[config.mk]
export PLATFORM = sky130hd
export DESIGN_NAME = parity_inject_ctrl
export DESIGN_NICKNAME = d
export VERILOG_FILES = /design/src/rtl/parity_inject_ctrl.sv
export SDC_FILE = /design/constraint.sdc
export NUM_CORES = 1
export LEC_CHECK = 0
export CAP_MARGIN = 10
export CORE_MARGIN = 1
export CORE_UTILIZATION = 30
export CTS_CLUSTER_DIAMETER = 30
export DETAILED_ROUTE_END_ITERATION = 6
export PLACE_DENSITY = 0.7
export SLEW_MARGIN = 20
export SYNTH_ARGS = -nofsm -noshare
export SYNTH_HDL_FRONTEND = slang
export SYNTH_SLANG_ARGS = --single-unit
[constraint.sdc]
create_clock -name clk -period 4.9 [get_ports clk]
set_input_delay 0.98 -clock clk [delete_from_list [all_inputs] [get_ports clk]]
set_output_delay 0.98 -clock clk [all_outputs]
set_load 0.005 [all_outputs]
[src/rtl/parity_inject_ctrl.sv]
module parity_inject_ctrl #(
  parameter int PORT_W = 8,
  parameter int DATA_W = 32
) (
  input  logic              clk,
  input  logic              rst_n,
  input  logic              cfg_wr_en,
  input  logic [PORT_W+1:0] cfg_wdata,
  output logic [PORT_W+1:0] cfg_rdata,
  input  logic              bus_valid,
  input  logic              bus_is_addr,
  input  logic [DATA_W-1:0] bus_data,
  output logic              par_o
);

  localparam int AREQ_BIT = PORT_W;
  localparam int DREQ_BIT = PORT_W + 1;

  logic [PORT_W-1:0] sel_port;
  logic [PORT_W-1:0] cur_port;
  logic              areq, dreq, first_data;
  logic              addr_hit, data_hit;

  wire [PORT_W-1:0] bus_port = bus_data[PORT_W-1:0];

  assign addr_hit = areq & bus_valid & bus_is_addr & (bus_port == sel_port);
  assign data_hit = dreq & bus_valid & ~bus_is_addr & first_data & (cur_port == sel_port);

  assign par_o     = ~(^bus_data) ^ (addr_hit | data_hit);
  assign cfg_rdata = {dreq, areq, sel_port};

  always_ff @(posedge clk) begin
    if (!rst_n) begin
      sel_port   <= '0;
      areq       <= 1'b0;
      dreq       <= 1'b0;
      cur_port   <= '0;
      first_data <= 1'b0;
    end else begin
      if (cfg_wr_en) sel_port <= cfg_wdata[PORT_W-1:0];
      if (areq) areq <= ~addr_hit;
      else if (cfg_wr_en) areq <= cfg_wdata[AREQ_BIT];
      if (dreq) dreq <= ~data_hit;
      else if (cfg_wr_en) dreq <= cfg_wdata[DREQ_BIT];
      if (bus_valid) begin
        if (bus_is_addr) begin
          cur_port   <= bus_port;
          first_data <= 1'b1;
        end else begin
          first_data <= 1'b0;
        end
      end
    end
  end

endmodule

======== Word-level counts from Yosys, hierarchy flattened ========
Index checks and enable logic that the tools add are counted.
storage, ports and cells
  register bits ........................... 19
cells by class
  equal/unequal tests ..................... 2
  muxes and demuxes ....................... 5
  bitwise logic cells ..................... 13
  reductions and logical operators ........ 2
operator list
  kind                number
  $reduce_xor A32 Y1  1
  $eq A8 B8 Y1        2
  $and A1 B1 Y1       7
  $mux W1             5
  $not A1 Y1          4
  $reduce_and A2 Y1   1
  $or A1 B1 Y1        1
  $xor A1 B1 Y1       1

======== Longest topological paths before layout ========
Gate-level depths: netlist of run 1.
  depth in word-level cells ............... 6
  mapped depth ............................ 6
  depth with buffers taken out ............ 5

======== Worst setup path after synthesis of run 1 ========
Ideal clock, no wire load.
  path type ............................... input -> output
  start ................................... input port bus_data[31]
  end ..................................... output port par_o
  arrival ................................. 1991 ps
  setup slack ............................. 1929 ps
  cell stages on the path ................. 5
  cells stage by stage .................... xor2_1 -> xnor2_1 -> xnor2_1 -> xnor2_1 -> xnor3_1
between the ends
  cells in the longest elaborated chain, start to end .. 3
RTL lines
  element             line  source
  start, declared     12    input logic [DATA_W-1:0] bus_data,
  $reduce_xor A32 Y1  29    assign par_o = ~(^bus_data) ^ (addr_hit | data_hit);
  $not A1 Y1          29
  $xor A1 B1 Y1       29
  end, declared       13    output logic par_o
Every way passes these cells.

======== Worst setup path in the final report of run 1 ========
  start ................................... input port bus_data[6]
  end ..................................... output port par_o
between the ends
  cells in the longest elaborated chain, start to end .. 4
  elaborated cells between the ends (all ways) .. 6
  those cells by class .................... eq/ne (1); bitwise (4); reduce/logical (1)
RTL lines
  element            line  source
  $eq A8 B8 Y1       26    assign addr_hit = areq & bus_valid & bus_is_addr & (bus_port == sel_port);
  $and A1 B1 Y1      26
  $or A1 B1 Y1       29
  $xor A1 B1 Y1 (*)  29
Every way passes the cells marked *; elsewhere a longest branch is shown, timed or not.

==> impl_metrics.tcl, run 1 <==
set metrics [dict create \
    place_congestion 0.7805 \
    postCtsSetupBuffers 0 \
    worst_path_most_repeated_cell "xnor2_1" \
    path_cells "clkdlybuf4s50_1 -> xor2_1 -> xnor2_1 -> xnor2_1 -> xnor2_1 -> xnor3_1 -> clkdlybuf4s50_1" \
    startpoint "bus_data[6]" \
    drv_cap 0 \
    io_pins 58 \
    hold_violations 0 \
    design.die.area_um2 4209 \
    nets 232 \
    setup_violations 0 \
    slew_viol_final 0 \
    clock-root-buffer "clkbuf_8" \
    std_cell_rows 22 \
    yosysSeqAreaShare_pct 32.07 \
    crit_required_ns 3.92 \
    dieWidth_um 64.88 \
    cts_buffer_depth 2 \
    crit_fanout 3 \
    antenna_found_initial 0 \
    slowest_delay_ns 0.54 \
    numClockSinks 19 \
    avgViaCountPerCell 4.509 \
    hpwlAfterDp_mm 2.240 \
    status "finished, final reports clean" \
    cpLargestDelayFamily "XOR/XNOR gates" \
    r2r-start "sel_port[5]" \
    worst_pin_slew_ns 0.6042 \
    arrival_ns 3.00 \
    clk-insertion-delay-late_ns 0.26 \
    area_delta_synth_final_pct 54.75 \
    worstSetupPathType "input pin to output pin" \
    antenna_cells 0 \
    numPortBuffers 57 \
    avgRoutedWirePerCell_um 11.91 \
    ant_nets 0 \
    vias 1046 \
    initial_core_util_pct 31.92 \
    r2r_cells 4 \
    grt_usage_pct 14.18 \
    leakage_uw 0.0006528 \
    hold_end "cur_port[7]" \
    fmax_mhz 251.1 \
    cts_buffers 3 \
    grt_pass1_wl_mm 4.567 \
    powerDensity_nw_per_um2 261.6 \
    postCtsHoldBufs 0 \
    post_cts_resized 0 \
    hold_depth 2 \
    fin_crit_sh_pct 81.28 \
    relSlewSlack_pct 59.59 \
    setup_tns_ns 0 \
    peakVddDrop_v 0.0001250 \
    core-area_um2 3716 \
    drc_errors 0 \
    ys_ff_latch 19 \
    die_h_um 64.88 \
    grt_pass1_vias 1109 \
    htreeDepth 1 \
    cp_num_buf_inv 2 \
    cp_slowest_cell "clkdlybuf4s50_1" \
    rsz0062_at_grt "no" \
    netlist_area_um2 1186 \
    start_kind "input pin" \
    hold_path.class "register to register" \
    fin_hold_ws_ns 0.4828 \
    synthDistinctLibCells 21 \
    reg2reg_setup_slack_ns 3.68 \
    worst_slack_ns 0.9174 \
    cts.clk_slew.worst_paths_ns 0.06 \
    ys_warn_count 0 \
    fin_worst_skew_ns 0.001889 \
    wl_mm 2.764 \
    end_kind "output pin" \
    min_from "cur_port[7]" \
    r2r_end "dreq" \
    drt_iter0_drc 10 \
    synth_cells 128 \
    syn_nets 175 \
    syn_avg_cell_area_um2 9.267 \
    dr.pass1.iters 4 \
    finalCriticalPeriod_ns 3.983 \
    cts_tree "built" \
    grt_max_degree 20 \
    globalRoute.totalOverflow 0 \
    preCtsSetupSlack_ns 0.8847 \
    layout-drive-gt1-share_pct 1.630 \
]
[cell families (layout without fill, tap and decap cells)]
logic type	count (synthesis)	after routing	share of synthesized area, %
xor gates and xnor gates	47	47	35.87
and+or+nand+nor	36	36	15.30
DFF	19	19	32.07
AOI/OAI and AO/OA	13	13	7.805
muxes	8	8	6.751
buffers and inverters	5	61	2.215
[synthesized netlist by cell type]
| library cell | count | area, µm² |
|---|---|---|
| and2_1 | 1 | 6.260 |
| nand4_1 | 2 | 12.51 |
| and4b_1 | 1 | 10.01 |
| dfxtp_1 | 19 | 380.4 |
| xnor2_1 | 40 | 350.3 |
| nand2b_1 | 1 | 6.260 |
| buf_4 | 2 | 15.01 |
| nor3b_1 | 1 | 7.510 |
| clkbuf_1 | 3 | 11.26 |
| nor3_1 | 1 | 5.000 |
| a21oi_1 | 1 | 5.000 |
| xor2_1 | 6 | 52.55 |
| nand3_1 | 2 | 10.01 |
| xnor3_1 | 1 | 22.52 |
| a21boi_0 | 9 | 67.56 |
| nor2b_1 | 8 | 50.05 |
| a31oi_1 | 2 | 12.51 |
| nor4_1 | 1 | 6.260 |
| nand2_1 | 18 | 67.56 |
| a21o_1 | 1 | 7.510 |
| mux2i_1 | 8 | 80.08 |
[worst max-delay path by stage]
stage / end / slack, ns / depth (start not counted)
after global routing: par_o / 0.75 / 7
final: par_o / 0.92 / 7
after floorplan: par_o / 1.93 / 5
after global placement: par_o / 0.90 / 7
after CTS: par_o / 0.88 / 7
after detailed placement: par_o / 0.88 / 7
[power by group]
group / internal [µW] / switching, µW / leakage (µW) / total, µW
logic: 138 / 62.8 / 0.000474 / 201
registers: 163 / 8.47 / 0.000156 / 171
clock network: 57.9 / 49.9 / 0.0000228 / 108
total: 359 / 121 / 0.000653 / 480
[tightest hold or removal path, delay by kind of cell (launching register included)]
kind / cells / cell delay (ns)
simple gates: 1 / 0.05
flops: 1 / 0.32
compound gates: 1 / 0.06
[routing by layer]
layer / GRT usage (%) / routed length (µm) / vias to the layer above
li1: - / - / 528
met1: 14.89 / 1142 / 469
met2: 25.52 / 1294 / 44
met3: 3.873 / 274 / 5
met4: 7.222 / 53 / 0
met5: 0 / 0 / -
[flip-flops by register name (all words and copies together) (netlist names)]
register	count
sel_port	8
cur_port	8
dreq	1
areq	1
first_data	1
[layout by cell type (no fill, tap or decap)]
| master | Yosys | routed |
|---|---|---|
| clkbuf_1 | 3 | 1 |
| xnor3_1 | 1 | 1 |
| nand2_1 | 18 | 18 |
| clkdlybuf4s50_1 | 0 | 57 |
| nand3_1 | 2 | 2 |
| nor2b_1 | 8 | 8 |
| xor2_1 | 6 | 6 |
| nor3_1 | 1 | 1 |
| xnor2_1 | 40 | 40 |
| a21o_1 | 1 | 1 |
| a31oi_1 | 2 | 2 |
| nor4_1 | 1 | 1 |
| mux2i_1 | 8 | 8 |
| and2_1 | 1 | 1 |
| nor3b_1 | 1 | 1 |
| and4b_1 | 1 | 1 |
| a21boi_0 | 9 | 9 |
| dfxtp_1 | 19 | 19 |
| a21oi_1 | 1 | 1 |
| nand4_1 | 2 | 2 |
| nand2b_1 | 1 | 1 |
| clkbuf_8 | 0 | 3 |
[through the flow]
step,utilization [%],instances,cell area (µm²),power [µW]
after global routing,49.39,232,1836,509.3
after floorplan,-,128,1186,287.4
after global placement,48.18,228,1790,375.5
after CTS,49.39,232,1836,487.8
after detailed placement,48.18,228,1790,377.6
final,49.39,232,1836,480.1
[final cells by class]
cell class / instances / area (µm²)
Fill cell: 358 / 1881
Timing Repair Buffer: 57 / 570.5
Multi-Input combinational cell: 104 / 779.5
Sequential cell: 19 / 380.4
Clock buffer: 4 / 45.04
Tap cell: 48 / 60.06
No activity file was read; power rests on OpenSTA's default activity.
==> run 2: changes to the inputs <==
--- a/config.mk
+++ b/config.mk
@@ -10,7 +10,7 @@
 export CORE_UTILIZATION = 30
 export CTS_CLUSTER_DIAMETER = 30
 export DETAILED_ROUTE_END_ITERATION = 6
-export PLACE_DENSITY = 0.7
+export PLACE_DENSITY = 0.73
 export SLEW_MARGIN = 20
 export SYNTH_ARGS = -nofsm -noshare
 export SYNTH_HDL_FRONTEND = slang
==> constraint.sdc (replaced) <==
create_clock -name clk -period 3.4 [get_ports clk]
set_input_delay 0.68 -clock clk [delete_from_list [all_inputs] [get_ports clk]]
set_output_delay 0.68 -clock clk [all_outputs]
set_load 0.005 [all_outputs]
==> impl_metrics.tcl, run 2 (same netlist as run 1, synthesis figures left out) <==
set metrics [dict create \
    grt_usage_pct 14.06 \
    die_h_um 64.88 \
    clock-root-buffer "clkbuf_8" \
    fmax_mhz 330.0 \
    leakage_uw 0.0007092 \
    hpwlAfterDp_mm 2.110 \
    p_clk_share_pct 22.8 \
    avgViaCountPerCell 4.393 \
    layout-drive-gt1-share_pct 7.853 \
    htreeDepth 1 \
    layout_common_cells "56 x clkdlybuf4s50_1, 38 x xnor2_1, 19 x dfxtp_1, 18 x nand2_1, 9 x a21boi_0" \
    slew_viol_final 0 \
    preCtsSetupSlack_ns 0.04996 \
    design.die.area_um2 4209 \
    grt_pass1_wl_mm 4.512 \
    cts_buffers 3 \
    area_delta_synth_final_pct 62.24 \
    combPwrFrac_pct 41.9 \
    hold_path.class "register to register" \
    drc_errors 0 \
    dieWidth_um 64.88 \
    startpoint "bus_data[31]" \
    cp-endpoint "par_o" \
    r2r_cells 4 \
    cts_tree "built" \
    arrival_ns 2.35 \
    setup_tns_ns 0 \
    grt_pass1_vias 1040 \
    std_cell_rows 22 \
    dr.pass1.iters 3 \
    reg2reg_setup_slack_ns 2.27 \
    p_switching_uw 179.2 \
    mostFrequentLayoutCell "clkdlybuf4s50_1" \
    io_pins 58 \
    p_sw_share_pct 25.69 \
    worst_slack_ns 0.3696 \
    globalRoute.totalOverflow 0 \
    r2r_end "dreq" \
    cts_buffer_depth 2 \
    worst_pin_slew_ns 0.5972 \
    rsz0062_at_grt "no" \
    avgRoutedWirePerCell_um 11.39 \
    clk-insertion-delay-late_ns 0.26 \
    setup_violations 0 \
    r2r-start "dreq" \
    wl_mm 2.723 \
    fin_worst_skew_ns 0.001224 \
    peakVddDrop_v 0.0001721 \
    antenna_found_initial 0 \
    powerDensity_nw_per_um2 362.5 \
    place_congestion 0.7540 \
    numPortBuffers 57 \
    p_seq_share_pct 35.4 \
    finalCriticalPeriod_ns 3.030 \
    antenna_cells 0 \
    hold_violations 0 \
    end_kind "output pin" \
    numClockSinks 19 \
    p_int_uw 518.4 \
    reg_top3 "cur_port x8, sel_port x8" \
    relSlewSlack_pct 60.07 \
    status "finished, final reports clean" \
    ant_nets 0 \
    nets 239 \
    crit_required_ns 2.72 \
    grt_max_degree 20 \
    initial_core_util_pct 31.92 \
    worstSetupPathType "input pin to output pin" \
    crit_fanout 1 \
    start_kind "input pin" \
    drt_iter0_drc 5 \
    cts.clk_slew.worst_paths_ns 0.07 \
    core-area_um2 3716 \
    fin_crit_sh_pct 89.13 \
    vias 1050 \
    drv_cap 0 \
]
## run 2: cell count changes in the layout (fill, tap and decap cells not counted)
cell	change
nor4_2	+1
clkdlybuf4s50_1	-1
nor3_2	+1
xnor2_2	+2
dlymetal6s2s_1	+1
buf_4	+7
nor4_1	-1
nor3_1	-1
xor2_2	+1
xor2_1	-1
xnor2_1	-2
## run 2: area by class of cell
cell class                      count  area (µm²)
Fill cell                         381        1792
Multi-Input combinational cell    104       813.3
Timing Repair Buffer               64       625.6
Sequential cell                    19       380.4
Tap cell                           48       60.06
Clock buffer                        4       45.04
## run 2: how the worst min path moves through the flow
| stage | startpoint | end | slack [ns] | depth (start not counted) |
|---|---|---|---|---|
| 6_report | cur_port[3] | cur_port[3] | 0.48 | 2 |
| 5_1_grt | cur_port[4] | cur_port[4] | 0.50 | 2 |
| 4_1_cts | cur_port[3] | cur_port[3] | 0.48 | 2 |
| 3_5_place_dp | cur_port[3] | cur_port[3] | 0.47 | 2 |
| 3_3_place_gp | cur_port[2] | cur_port[2] | 0.47 | 2 |
| 2_1_floorplan | first_data | first_data | 0.45 | 2 |
## run 2: worst max-delay path, cell delays in order
cell and delay, ns:
clkdlybuf4s50_1 0.47, xor2_1 0.19, xnor2_1 0.16, xnor2_1 0.16, xnor2_1 0.14, xnor3_1 0.39, dlymetal6s2s_1 0.16
## run 2: repair_timing
action,4_1_cts,5_1_grt
hold buffers,0,0
buffers inserted,0,0
resized for setup,0,6
endpoints found under the setup margin,0,1
## run 2: power by group through the flow
stage               combinational [µW]  sequential [µW]  clock, µW
floorplan                          164              250          0
global placement                   297              252          0
detailed placement                 297              252          0
CTS                                299              247        169
global route                       316              248        181
finish                             292              247        159
## run 2: metal layers
metal  part of all wire [%]  vias to the layer above  global-route usage, %  wire length (µm)
li1                       -                      540                      -                 -
met1                     43                      463                  15.82              1176
met2                     45                       42                  24.22              1224
met3                    9.7                        5                  3.345               264
met4                    2.1                        0                  7.500                58
met5                      0                        -                      0                 0
## run 2: metrics by stage
step                      hold slack (ns)  total power, µW  area [µm²]  instances  utilization (%)
after floorplan                    0.4519            414.2        1186        128                -
after global placement             0.4689            548.5        1843        235            49.60
after detailed placement           0.4740            549.2        1843        235            49.60
after CTS                          0.4839            714.4        1888        239            50.81
after global routing               0.4977            745.8        1924        239            51.78
final                              0.4794            697.6        1924        239            51.78
